<file path="src/rtl/rrs_pkg.sv">
package rrs_pkg;
  localparam int WORD_W = 32;
  localparam int LANES  = WORD_W / 8;

  typedef struct packed {
    logic       readLive;
    logic       mute;
    logic       capture;
    logic       commit;
    logic [1:0] lane;
  } strobeT;
endpackage

</file>
<file path="src/rtl/rrs_ctl.sv">
module rrs_ctl
  import rrs_pkg::*;
#(
  parameter int               IDX_W          = 8,
  parameter logic [IDX_W-1:0] WRAP_TOP       = 8'hF7,
  parameter logic [IDX_W-1:0] WR_LO          = 8'h1F,
  parameter int               MAX_READ_BYTES = 512
) (
  input  logic             clk,
  input  logic             rstN,
  input  logic             txnStart,
  input  logic             txnWrite,
  input  logic [IDX_W-1:0] txnIdx,
  input  logic             txnEnd,
  input  logic             byteStrobe,
  output logic [IDX_W-1:0] idx,
  output strobeT           strb
);
  localparam int CNT_W = $clog2(MAX_READ_BYTES + 1);
  localparam logic [CNT_W-1:0] CAP = CNT_W'(MAX_READ_BYTES);
  localparam logic [2:0] WR_FULL = 3'(LANES);

  logic             active;
  logic             isWrite;
  logic [1:0]       rdLane;
  logic [2:0]       wrCnt;
  logic [CNT_W-1:0] rdCnt;
  logic [IDX_W-1:0] idxQ;
  logic [IDX_W-1:0] nextIdx;
  logic             capped;
  logic             writable;

  assign capped   = (rdCnt == CAP);
  assign writable = (idxQ >= WR_LO) && (idxQ <= WRAP_TOP);
  assign nextIdx  = (idxQ == WRAP_TOP) ? '0 : idxQ + 1'b1;
  assign idx      = idxQ;

  always_comb begin
    strb.readLive = active && !isWrite;
    strb.mute     = capped;
    strb.capture  = byteStrobe && active && isWrite && (wrCnt != WR_FULL) && !txnStart;
    strb.commit   = txnEnd && active && isWrite && (wrCnt == WR_FULL) && writable;
    strb.lane     = isWrite ? wrCnt[1:0] : rdLane;
  end

  always_ff @(posedge clk) begin
    if (!rstN) begin
      active  <= 1'b0;
      isWrite <= 1'b0;
      rdLane  <= '0;
      wrCnt   <= '0;
      rdCnt   <= '0;
      idxQ    <= '0;
    end else if (txnStart) begin
      active  <= 1'b1;
      isWrite <= txnWrite;
      idxQ    <= txnIdx;
      rdLane  <= '0;
      wrCnt   <= '0;
      rdCnt   <= '0;
    end else if (txnEnd) begin
      active <= 1'b0;
    end else if (byteStrobe && active) begin
      if (isWrite) begin
        if (wrCnt != WR_FULL) wrCnt <= wrCnt + 3'd1;
      end else if (!capped) begin
        rdCnt  <= rdCnt + 1'b1;
        rdLane <= rdLane + 2'd1;
        if (rdLane == 2'd3) idxQ <= nextIdx;
      end
    end
  end
endmodule

</file>
<file path="src/rtl/rrs_dp.sv">
module rrs_dp
  import rrs_pkg::*;
#(
  parameter int                IDX_W    = 8,
  parameter logic [WORD_W-1:0] ID_VALUE = 32'h3150_5354
) (
  input  logic              clk,
  input  logic              rstN,
  input  strobeT            strb,
  input  logic [IDX_W-1:0]  idx,
  input  logic [7:0]        wrByte,
  input  logic [WORD_W-1:0] regRdData,
  output logic [7:0]        rdByte,
  output logic              regWrEn,
  output logic [IDX_W-1:0]  regWrIdx,
  output logic [WORD_W-1:0] regWrData
);
  logic [WORD_W-1:0] asmWord;
  logic [WORD_W-1:0] srcWord;

  for (genvar g = 0; g < LANES; g++) begin : g_lane
    always_ff @(posedge clk) begin
      if (!rstN) asmWord[g*8 +: 8] <= '0;
      else if (strb.capture && strb.lane == 2'(g)) asmWord[g*8 +: 8] <= wrByte;
    end
  end

  assign srcWord = (idx == '0) ? ID_VALUE : regRdData;

  always_comb begin
    rdByte = '0;
    if (strb.readLive && !strb.mute) begin
      for (int k = 0; k < LANES; k++) begin
        if (strb.lane == 2'(k)) rdByte = srcWord[k*8 +: 8];
      end
    end
  end

  always_ff @(posedge clk) begin
    if (!rstN) begin
      regWrEn   <= 1'b0;
      regWrIdx  <= '0;
      regWrData <= '0;
    end else begin
      regWrEn <= strb.commit;
      if (strb.commit) begin
        regWrIdx  <= idx;
        regWrData <= asmWord;
      end
    end
  end
endmodule

</file>
<file path="src/rtl/reg_read_streamer.sv">
module reg_read_streamer
  import rrs_pkg::*;
#(
  parameter int                IDX_W          = 8,
  parameter logic [IDX_W-1:0]  WRAP_TOP       = 8'hF7,
  parameter logic [IDX_W-1:0]  WR_LO          = 8'h1F,
  parameter int                MAX_READ_BYTES = 512,
  parameter logic [WORD_W-1:0] ID_VALUE       = 32'h3150_5354
) (
  input  logic              clk,
  input  logic              rstN,
  input  logic              txnStart,
  input  logic              txnWrite,
  input  logic [IDX_W-1:0]  txnIdx,
  input  logic              txnEnd,
  input  logic              byteStrobe,
  input  logic [7:0]        wrByte,
  output logic [7:0]        rdByte,
  output logic [IDX_W-1:0]  regRdIdx,
  input  logic [WORD_W-1:0] regRdData,
  output logic              regWrEn,
  output logic [IDX_W-1:0]  regWrIdx,
  output logic [WORD_W-1:0] regWrData
);
  strobeT           strb;
  logic [IDX_W-1:0] curIdx;

  rrs_ctl #(
    .IDX_W(IDX_W), .WRAP_TOP(WRAP_TOP), .WR_LO(WR_LO), .MAX_READ_BYTES(MAX_READ_BYTES)
  ) u_ctl (
    .clk(clk), .rstN(rstN), .txnStart(txnStart), .txnWrite(txnWrite), .txnIdx(txnIdx),
    .txnEnd(txnEnd), .byteStrobe(byteStrobe), .idx(curIdx), .strb(strb)
  );

  rrs_dp #(.IDX_W(IDX_W), .ID_VALUE(ID_VALUE)) u_dp (
    .clk(clk), .rstN(rstN), .strb(strb), .idx(curIdx), .wrByte(wrByte),
    .regRdData(regRdData), .rdByte(rdByte), .regWrEn(regWrEn),
    .regWrIdx(regWrIdx), .regWrData(regWrData)
  );

  assign regRdIdx = curIdx;
endmodule

</file>
<file path="config.mk">
export PLATFORM = sky130hd
export DESIGN_NAME = reg_read_streamer
export DESIGN_NICKNAME = d
export VERILOG_FILES = /design/src/rtl/rrs_pkg.sv /design/src/rtl/rrs_ctl.sv /design/src/rtl/rrs_dp.sv /design/src/rtl/reg_read_streamer.sv
export SDC_FILE = /design/constraint.sdc
export NUM_CORES = 1
export LEC_CHECK = 0
export BUFFER_PORTS_ARGS = -buffer_cell sky130_fd_sc_hd__buf_2
export CORE_ASPECT_RATIO = 1.4
export CORE_UTILIZATION = 53
export CTS_CLUSTER_SIZE = 12
export DETAILED_ROUTE_END_ITERATION = 10
export HOLD_SLACK_MARGIN = 0.06
export PLACE_DENSITY = 0.79
export SYNTH_ARGS = -nofsm -noshare
export SYNTH_HDL_FRONTEND = slang
export SYNTH_SLANG_ARGS = --single-unit
</file>
<file path="constraint.sdc">
create_clock -name clk -period 2.5 [get_ports clk]
set_clock_uncertainty 0.1 [all_clocks]
set_input_delay 0 -clock clk [delete_from_list [all_inputs] [get_ports clk]]
set_output_delay 0 -clock clk [all_outputs]
set_load 0.01 [all_outputs]
</file>
==> results of run 1 <==
layout make-up:
type,instances,area (um2),area share [%]
tap,102,127.6,2.239
sequential,98,1963,34.45
inverter,10,37.54,0.6586
multi-input combinational,362,2375,41.67
clock inverter,5,110.1,1.932
timing repair buffer,140,853.3,14.97
clock buffer,11,232.7,4.083
power by group through the flow:
stage / Clock [W] / Combinational, W / Sequential (W)
final: 0.00158 / 0.000236 / 0.00160
after global routing: 0.00167 / 0.000258 / 0.00160
after CTS: 0.00161 / 0.000233 / 0.00159
after detailed placement: 0 / 0.000206 / 0.00163
after global placement: 0 / 0.000202 / 0.00163
after floorplan: 0 / 0.000135 / 0.00162
logic make-up (layout without fill, tap and decap cells):
| group | after synthesis | in the layout | share of synthesized area, % |
|---|---|---|---|
| flip-flops | 98 | 98 | 43.23 |
| XOR/XNOR | 10 | 10 | 1.930 |
| AO/OA/AOI/OAI | 91 | 91 | 14.36 |
| AND/OR/NAND/NOR | 211 | 211 | 23.44 |
| multiplexers | 43 | 43 | 10.26 |
| adder cells (fa/ha/maj) | 7 | 7 | 1.930 |
| buffers and inverters | 46 | 166 | 4.852 |
flip-flops by register name (all words and copies together) (netlist names):
register	count
u_ctl.rdCnt	10
u_dp.asmWord	32
u_ctl.isWrite	1
u_ctl.idx	8
u_dp.regWrEn	1
u_dp.regWrData	32
u_ctl.rdLane	2
u_dp.regWrIdx	8
u_ctl.active	1
u_ctl.wrCnt	3
cells in the final DEF, fill, tap and decap left out, types with 4 or more instances in the layout:
cell             n
dfxtp_1         97
nand4_1          5
a21boi_0        40
buf_2          110
and3_1           5
nor2b_1         34
nand3b_1         4
inv_1            9
o21ai_0          9
a21oi_1          9
nor2_1          24
o211ai_1         4
dlygate4sd3_1   21
nand3_1         12
nor3_1           9
clkbuf_16        9
mux2i_1         37
a31oi_1          5
buf_4            7
nand2_1         95
xor2_1           7
ha_1             7
repair_timing:
action | 4_1_cts | 5_1_grt
hold endpoints to repair | 42 | 0
setup endpoints to repair | 0 | 5
hold buffers | 21 | 0
resized for setup | 0 | 3
metrics by stage:
stage               power, W  cell area (um2)  worst slack, ns  util (%)
floorplan           0.001754             4538           0.5664         -
global placement    0.001832             5141           0.3256     62.34
detailed placement  0.001837             5141           0.2151     62.34
CTS                 0.003434             5694          0.07476     69.05
global route        0.003526             5699          0.03133     69.11
finish              0.003415             5699           0.1643     69.11
worst min-delay path by stage:
stage / from / slack, ns / end
after CTS: txnStart / 0.08 / u_ctl.idx[4]
after floorplan: regRdData[26] / 0.03 / rdByte[2]
final: txnStart / 0.09 / u_ctl.idx[4]
after global placement: txnIdx[7] / 0.13 / u_ctl.idx[7]
after global routing: txnStart / 0.10 / u_ctl.idx[4]
after detailed placement: txnIdx[7] / 0.14 / u_ctl.idx[7]
per-layer routing:
layer,track usage [%],routed length [um]
met1,28.28,4338
met2,44.67,5593
met3,3.770,451
met4,13.93,321
met5,0,0
tightest hold or removal path, cell delays in order:
cell	delay, ns
buf_2	0.21
nor3_1	0.20
nor3_1	0.07
==> impl_metrics.yaml, run 1 <==
run_status:
  status: "finished, final reports clean"
die:
  die_area_um2: 8942
  start_util_pct: 55.03
  ioPinCount: 111
  core_area_um2: 8247
  rows: 39
  die_h_um: 111.5
  die_x_um: 80.21
global_route:
  grtUsageTotal_pct: 25.24
  grt_max_degree: 84
  grt_pass1_wl_um: 17650
  gr-total-overflow: 0
  antenna_found_initial: 0
  grt_pass1_vias: 3943
worst_setup_path:
  crit_path_start: "u_ctl.idx[0]"
  rr_endpoint: "u_dp.asmWord[25]"
  crit_path_end_kind: "primary output"
  crit_chain: "inv_1 > ha_1 > nor4b_2 > and2_2 > nor3_1 > or3_1 > a21oi_1 > buf_2"
  reg2reg_from: "u_ctl.wrCnt[0]"
  crit_required_ns: 2.40
  slowest_delay_ns: 0.37
  reg2reg_slack_ns: 0.17
  slowest_stage: "or3_1"
  path_buf_inv: 2
  crit_path_end: "rdByte[1]"
  r2r_cells: 7
  critPathMaxFanout: 6
  critPathTopFamily: "simple AND/OR/NAND/NOR gates"
  critPathArrivalTime_ns: 2.24
  setup.worst_path.start_class: "flop"
  crit_cells: 8
  worstSetupPathType: "reg2out"
cells_and_area:
  fin_nets: 682
  nFillCells: 637
  area_delta_synth_final_pct: 25.59
  final_cells: 728
  antenna_cells: 0
  drive_above_1_share_pct: 25.08
sta:
  hold_viol: 0
  whs_ns: 0.08757
  max_freq_mhz: 428.1
  maxSlewViolCount: 0
  finalSetupTns_ns: 0
  min_period_over_period_pct: 93.43
  fin_crit_ns: 2.336
  worst_slew_pin_slew_ns: 0.6549
  maxSlewHeadroom_pct: 56.24
  finalSetupViolations: 0
  rsz0062_at_grt: "no"
yosys:
  synth_most_common_cell: "dfxtp_1"
  yosys-top-cells-area: "dfxtp_1 (43%), mux2i_1 (8.4%), nand2_1 (7.9%)"
  synth_top_area_cell: "dfxtp_1"
  synth_common_cells: "dfxtp_1 (98), nand2_1 (96), a21boi_0 (40), mux2i_1 (38), nor2b_1 (34)"
  syn_inst: 506
  syn_avg_cell_area_um2: 8.969
  syn_nets: 567
  ys_seq_elements: 98
  synth_top_area_share_pct: 43.23
  yosysSeqAreaShare_pct: 43.23
  synth_cell_types: 60
  synth_warnings: 0
  async_flop_share_pct: 0
  ys.flop_type: "dfxtp_1"
  netlist_area_um2: 4538
  synth_edf_count: 0
pwr:
  p_per_area_nw_per_um2: 599.2
  pwr-share-comb_pct: 6.9
  switching_share_pct: 21.40
  p_sw_w: 0.0007310
  internal_power_w: 0.002684
  p_seq_share_pct: 46.7
  total_leakage_power_nw: 2.438
  peakVddDrop_mv: 0.4700
  clkPwrFrac_pct: 46.3
cts:
  cts.sink_count: 98
  cts-buffers-inserted: 9
  clk_latency_ns: 0.35
  root_buffer: "clkbuf_16"
  path_clk_slew_ns: 0.06
  cts_tree: "built"
  cts_buffer_depth: 2
  h-tree-depth: 3
  post-cts-setup-buffers: 0
min_path:
  hold_class: "in2reg"
  whs_path_depth: 3
route:
  vias: 3992
  finalWirelength_um: 10700
  antenna_left: 0
  vias_per_cell: 5.484
  wire_per_inst_um: 14.70
  dr.first_iter.drc_count: 279
  remaining_drc_errors: 0
  firstDrtPassIters: 4
placement:
  dp_hpwl_um: 7293
  place.port_buffers: 110
  dpl.cell_count: 691
  place_congestion: 0.9332
job:
  drv_cap: 0
Note: power is estimated with default switching activity, not from simulation.
==> inputs of run 2 (changes only) <==
- PLACE_DENSITY: 0.79 -> 0.81
==> run 2 against run 1 <==
Compared with the run above:
- design area fell by 0.29%
- routed wire length rose by 0.13%
- global-route usage fell by 0.28 points
- non-clock buffer count fell by 2
- highest routed layer unchanged
- critical endpoint is now rdByte[2]
- fmax fell by 0.91%
==> impl_metrics.yaml, run 2 (same netlist as run 1, synthesis figures left out) <==
job:
  drv_cap: 0
sta:
  finalSetupViolations: 0
  worst_slew_pin_slew_ns: 0.7484
  maxSlewHeadroom_pct: 49.58
  fin_crit_ns: 2.357
  rsz0062_at_grt: "no"
  whs_ns: 0.06392
  max_freq_mhz: 424.3
  maxSlewViolCount: 0
  layout_setup_ws_ns: 0.1429
  finalSetupTns_ns: 0
  hold_viol: 0
  min_period_over_period_pct: 94.28
pwr:
  p_per_area_nw_per_um2: 600.0
  total_leakage_power_nw: 2.425
  peakVddDrop_mv: 0.5553
global_route:
  grt_pass1_vias: 3845
  grt_pass1_wl_um: 17480
  grtUsageTotal_pct: 24.96
  gr-total-overflow: 0
  antenna_found_initial: 0
  grt_max_degree: 51
die:
  die_h_um: 111.5
  die_x_um: 80.21
  start_util_pct: 55.03
  die_area_um2: 8942
  core_area_um2: 8247
  rows: 39
  ioPinCount: 111
worst_setup_path:
  critPathArrivalTime_ns: 2.26
  reg2reg_slack_ns: 0.22
  setup.worst_path.start_class: "flop"
  crit_required_ns: 2.40
  worstSetupPathType: "reg2out"
  crit_path_end_kind: "primary output"
  critPathMaxFanout: 9
route:
  finalWirelength_um: 10720
  vias_per_cell: 5.421
  antenna_left: 0
  dr.first_iter.drc_count: 168
  wire_per_inst_um: 14.76
  vias: 3936
  firstDrtPassIters: 4
  remaining_drc_errors: 0
placement:
  place.port_buffers: 110
  pre_cts_slack_ns: 0.2335
  dp_hpwl_um: 7166
  place_congestion: 0.9145
run_status:
  status: "finished, final reports clean"
cts:
  cts_tree: "built"
  cts.sink_count: 98
  root_buffer: "clkbuf_16"
  cts-buffers-inserted: 9
  h-tree-depth: 3
  path_clk_slew_ns: 0.07
  clk_latency_ns: 0.34
  cts_buffer_depth: 2
cells_and_area:
  drive_above_1_share_pct: 24.84
  fin_nets: 680
  utilization_pct: 68.91
  antenna_cells: 0
  most-common-layout-cells: "buf_2 (110), dfxtp_1 (97), nand2_1 (95), a21boi_0 (40), mux2i_1 (37)"
  area_delta_synth_final_pct: 25.23
  reg.largest.list: "u_dp.asmWord x32, u_dp.regWrData x32, u_ctl.rdCnt x10"
  layout_commonest_cell: "buf_2"
min_path:
  hold_class: "in2reg"
-- run 2: path summary, 6_finish.rpt --
kind	from	end	cells past startpoint
worst max-delay path	u_ctl.idx[5]	rdByte[2]	6
worst min-delay path	rstN	u_ctl.idx[3]	2
worst max register to register	u_ctl.wrCnt[0]	u_dp.asmWord[25]	7
worst min register to register	u_dp.regWrData[7]	u_dp.regWrData[7]	2
-- run 2: timing repair --
item                                   in CTS  in global routing
endpoints found under the hold margin      45                  0
gates resized for setup                     0                  2
hold buffers                               21                  0
setup endpoints to repair                   0                  3
setup buffers                               0                  0
-- run 2: worst max-delay path: stages (launching register included) --
cell and delay [ns]:
dfxtp_1 0.42, nor3_2 0.45, and2_1 0.31, nor3_1 0.08, a21o_1 0.16, a221oi_1 0.30
buf_2 0.19
-- run 2: stage by stage --
| step | area, um2 | std cells | power, W |
|---|---|---|---|
| after floorplan | 4538 | 506 | 0.001754 |
| after global placement | 5126 | 689 | 0.001831 |
| after detailed placement | 5126 | 689 | 0.001836 |
| after CTS | 5679 | 726 | 0.003422 |
| after global routing | 5683 | 726 | 0.003495 |
| final | 5683 | 726 | 0.003410 |
-- run 2: power by group --
group	internal [W]	total (W)	switching, W
logic	0.000123	0.000237	0.000114
clock network	0.000983	0.00158	0.000593
registers	0.00157	0.00160	0.0000253
-- run 2: metal layers --
metal / up-vias / share of wire [%] / track usage (%)
met2: 116 / 52 / 44.79
met3: 14 / 3.8 / 3.852
met1: 1847 / 42 / 28.88
li1: 1959 / - / -
met5: - / 0 / 0
met4: 0 / 1.8 / 10.24
-- run 2: cell type report --
class,count,area (um2)
fill,661,2564
clock buffer,10,229.0
inverter,10,37.54
multi-input combinational,362,2374
timing repair buffer,138,838.3
clock inverter,6,113.9
sequential,98,1963
tap,102,127.6
==> inputs of run 3 (changes only) <==
- REMOVE_ABC_BUFFERS: not set -> 1
==> run 3 against run 2 <==
Compared with the run above:
- total power is 3.6% lower
- setup slack worse by 0.052 ns
- global-route usage is 0.90 points higher
- worst hold slack better by 0.037 ns
- cell count is 0.14% lower
- sequential share of layout area is 0.054 points higher
==> impl_metrics.yaml, run 3 (same netlist as run 1, synthesis figures left out) <==
global_route:
  gr-total-overflow: 0
  grt_pass1_vias: 4001
  antenna_found_initial: 0
  grt_pass1_wl_um: 18190
  grtUsageTotal_pct: 25.86
  grt_max_degree: 84
sta:
  rsz0062_at_grt: "no"
  finalSetupTns_ns: 0
  hold_viol: 0
  whs_ns: 0.1008
  worst_slew_pin_slew_ns: 0.7282
  max_freq_mhz: 415.0
  maxSlewHeadroom_pct: 50.77
  fin_crit_ns: 2.409
  finalSetupViolations: 0
  layout_setup_ws_ns: 0.09054
  min_period_over_period_pct: 96.38
  maxSlewViolCount: 0
cts:
  post-cts-setup-buffers: 0
  cts-buffers-inserted: 9
  h-tree-depth: 3
  cts_buffer_depth: 2
  cts.sink_count: 98
  path_clk_slew_ns: 0.06
  cts_tree: "built"
  root_buffer: "clkbuf_16"
  clk_latency_ns: 0.34
placement:
  pre_cts_slack_ns: 0.3034
  place.port_buffers: 110
  placed_area_um2: 5134
  place_congestion: 0.8404
  dp_hpwl_um: 7511
worst_setup_path:
  reg2reg_from: "u_ctl.idx[5]"
  critPathMaxFanout: 6
  critPathTopFamily: "simple AND/OR/NAND/NOR gates"
  slowest_delay_ns: 0.39
  crit_path_end_kind: "primary output"
  slowest_stage: "or3_1"
  crit_required_ns: 2.40
  worstSetupPathType: "reg2out"
  setup.worst_path.start_class: "flop"
  crit_chain: "inv_1 > ha_1 > nor4b_4 > and2_1 > nor3_1 > or3_1 > a21oi_1 > buf_2"
  path_buf_inv: 2
  critPathArrivalTime_ns: 2.31
  crit_path_start: "u_ctl.idx[0]"
route:
  vias_per_cell: 5.589
  vias: 4052
  finalWirelength_um: 11180
  dr.first_iter.drc_count: 342
  firstDrtPassIters: 4
  wire_per_inst_um: 15.42
  antenna_left: 0
  remaining_drc_errors: 0
die:
  die_h_um: 111.5
  start_util_pct: 55.03
  core_area_um2: 8247
  rows: 39
  ioPinCount: 111
  die_x_um: 80.21
  die_area_um2: 8942
run_status:
  status: "finished, final reports clean"
pwr:
  power.total_w: 0.003288
  internal_power_w: 0.002590
  clkPwrFrac_pct: 44.1
  switching_share_pct: 21.25
  p_sw_w: 0.0006988
  p_per_area_nw_per_um2: 579.9
  pwr-share-comb_pct: 7.3
  p_seq_share_pct: 48.6
  peakVddDrop_mv: 0.4985
  total_leakage_power_nw: 2.427
cells_and_area:
  layout_commonest_cell: "buf_2"
  drive_above_1_share_pct: 24.72
  antenna_cells: 0
  reg.largest.list: "u_dp.asmWord x32, u_dp.regWrData x32, u_ctl.rdCnt x10"
  most-common-layout-cells: "buf_2 (110), dfxtp_1 (98), nand2_1 (95), a21boi_0 (40), mux2i_1 (37)"
  area_delta_synth_final_pct: 24.95
  design_area_um2: 5670
  multi_input_area_um2: 2390
  nFillCells: 635
  regArea_um2: 1962
  fin_nets: 681
job:
  drv_cap: 0
min_path:
  hp-start: "byteStrobe"
  hold_class: "in2reg"
==> run 3: cell count changes in the layout (fill, tap and decap cells not counted) <==
cell        delta
dfxtp_2        -1
inv_8          -1
nor4b_2        -1
dfxtp_1        +1
and2_2         +1
clkinvlp_4     -1
bufinv_16      -1
nor3_2         -1
nor3_4         +1
buf_4          +1
clkbuf_8       +1
nor4b_4        +1
and2_1         -1
==> run 3: power by group through the flow <==
stage          clock network, W  logic (W)  registers (W)
2_1_floorplan                 0   0.000100        0.00163
3_3_place_gp                  0   0.000203        0.00163
4_1_cts                 0.00146   0.000235        0.00159
5_1_grt                 0.00154   0.000260        0.00160
3_5_place_dp                  0   0.000208        0.00163
6_report                0.00145   0.000240        0.00160
==> run 3: final timing paths <==
| kind | endpoint | slack (ns) | cells past startpoint |
|---|---|---|---|
| worst max-delay path | rdByte[1] | 0.09 | 8 |
| worst min-delay path | u_ctl.wrCnt[0] | 0.10 | 4 |
| worst min register to register | u_dp.regWrIdx[6] | 0.36 | 2 |
| worst max register to register | u_dp.regWrIdx[1] | 0.28 | 6 |
==> run 3: timing repair <==
action                                 in CTS  in global routing
setup endpoints to repair                   0                  4
resized for setup                           0                  4
hold buffers                               21                  0
endpoints found under the hold margin      45                  0
==> run 3: per-layer routing <==
| layer | share of wire [%] | vias up | track usage [%] |
|---|---|---|---|
| met5 | 0 | - | 0 |
| met4 | 2.0 | 0 | 11.43 |
| met3 | 4.0 | 24 | 4.918 |
| met2 | 53 | 118 | 45.41 |
| met1 | 41 | 1954 | 29.86 |
| li1 | - | 1956 | - |
==> run 3: worst register-to-register path: stages (launching register included) <==
cell	delay, ns
dfxtp_1	0.55
nand3_1	0.23
o211ai_1	0.39
a21o_1	0.24
buf_12	0.23
nand2_1	0.11
a21boi_0	0.26
==> run 3: through the flow <==
stage	cells	util, %
global route	725	68.76
detailed placement	690	62.25
finish	725	68.76
global placement	690	62.25
CTS	725	68.53
floorplan	470	-
==> run 3: layout make-up <==
class                           instances  share of cell area (%)
Clock buffer                           11                   4.281
Timing Repair Buffer                  139                   14.92
Clock inverter                          3                   1.147
Sequential cell                        98                   34.60
Tap cell                              102                   2.251
Multi-Input combinational cell        362                   42.14
Inverter                               10                  0.6620
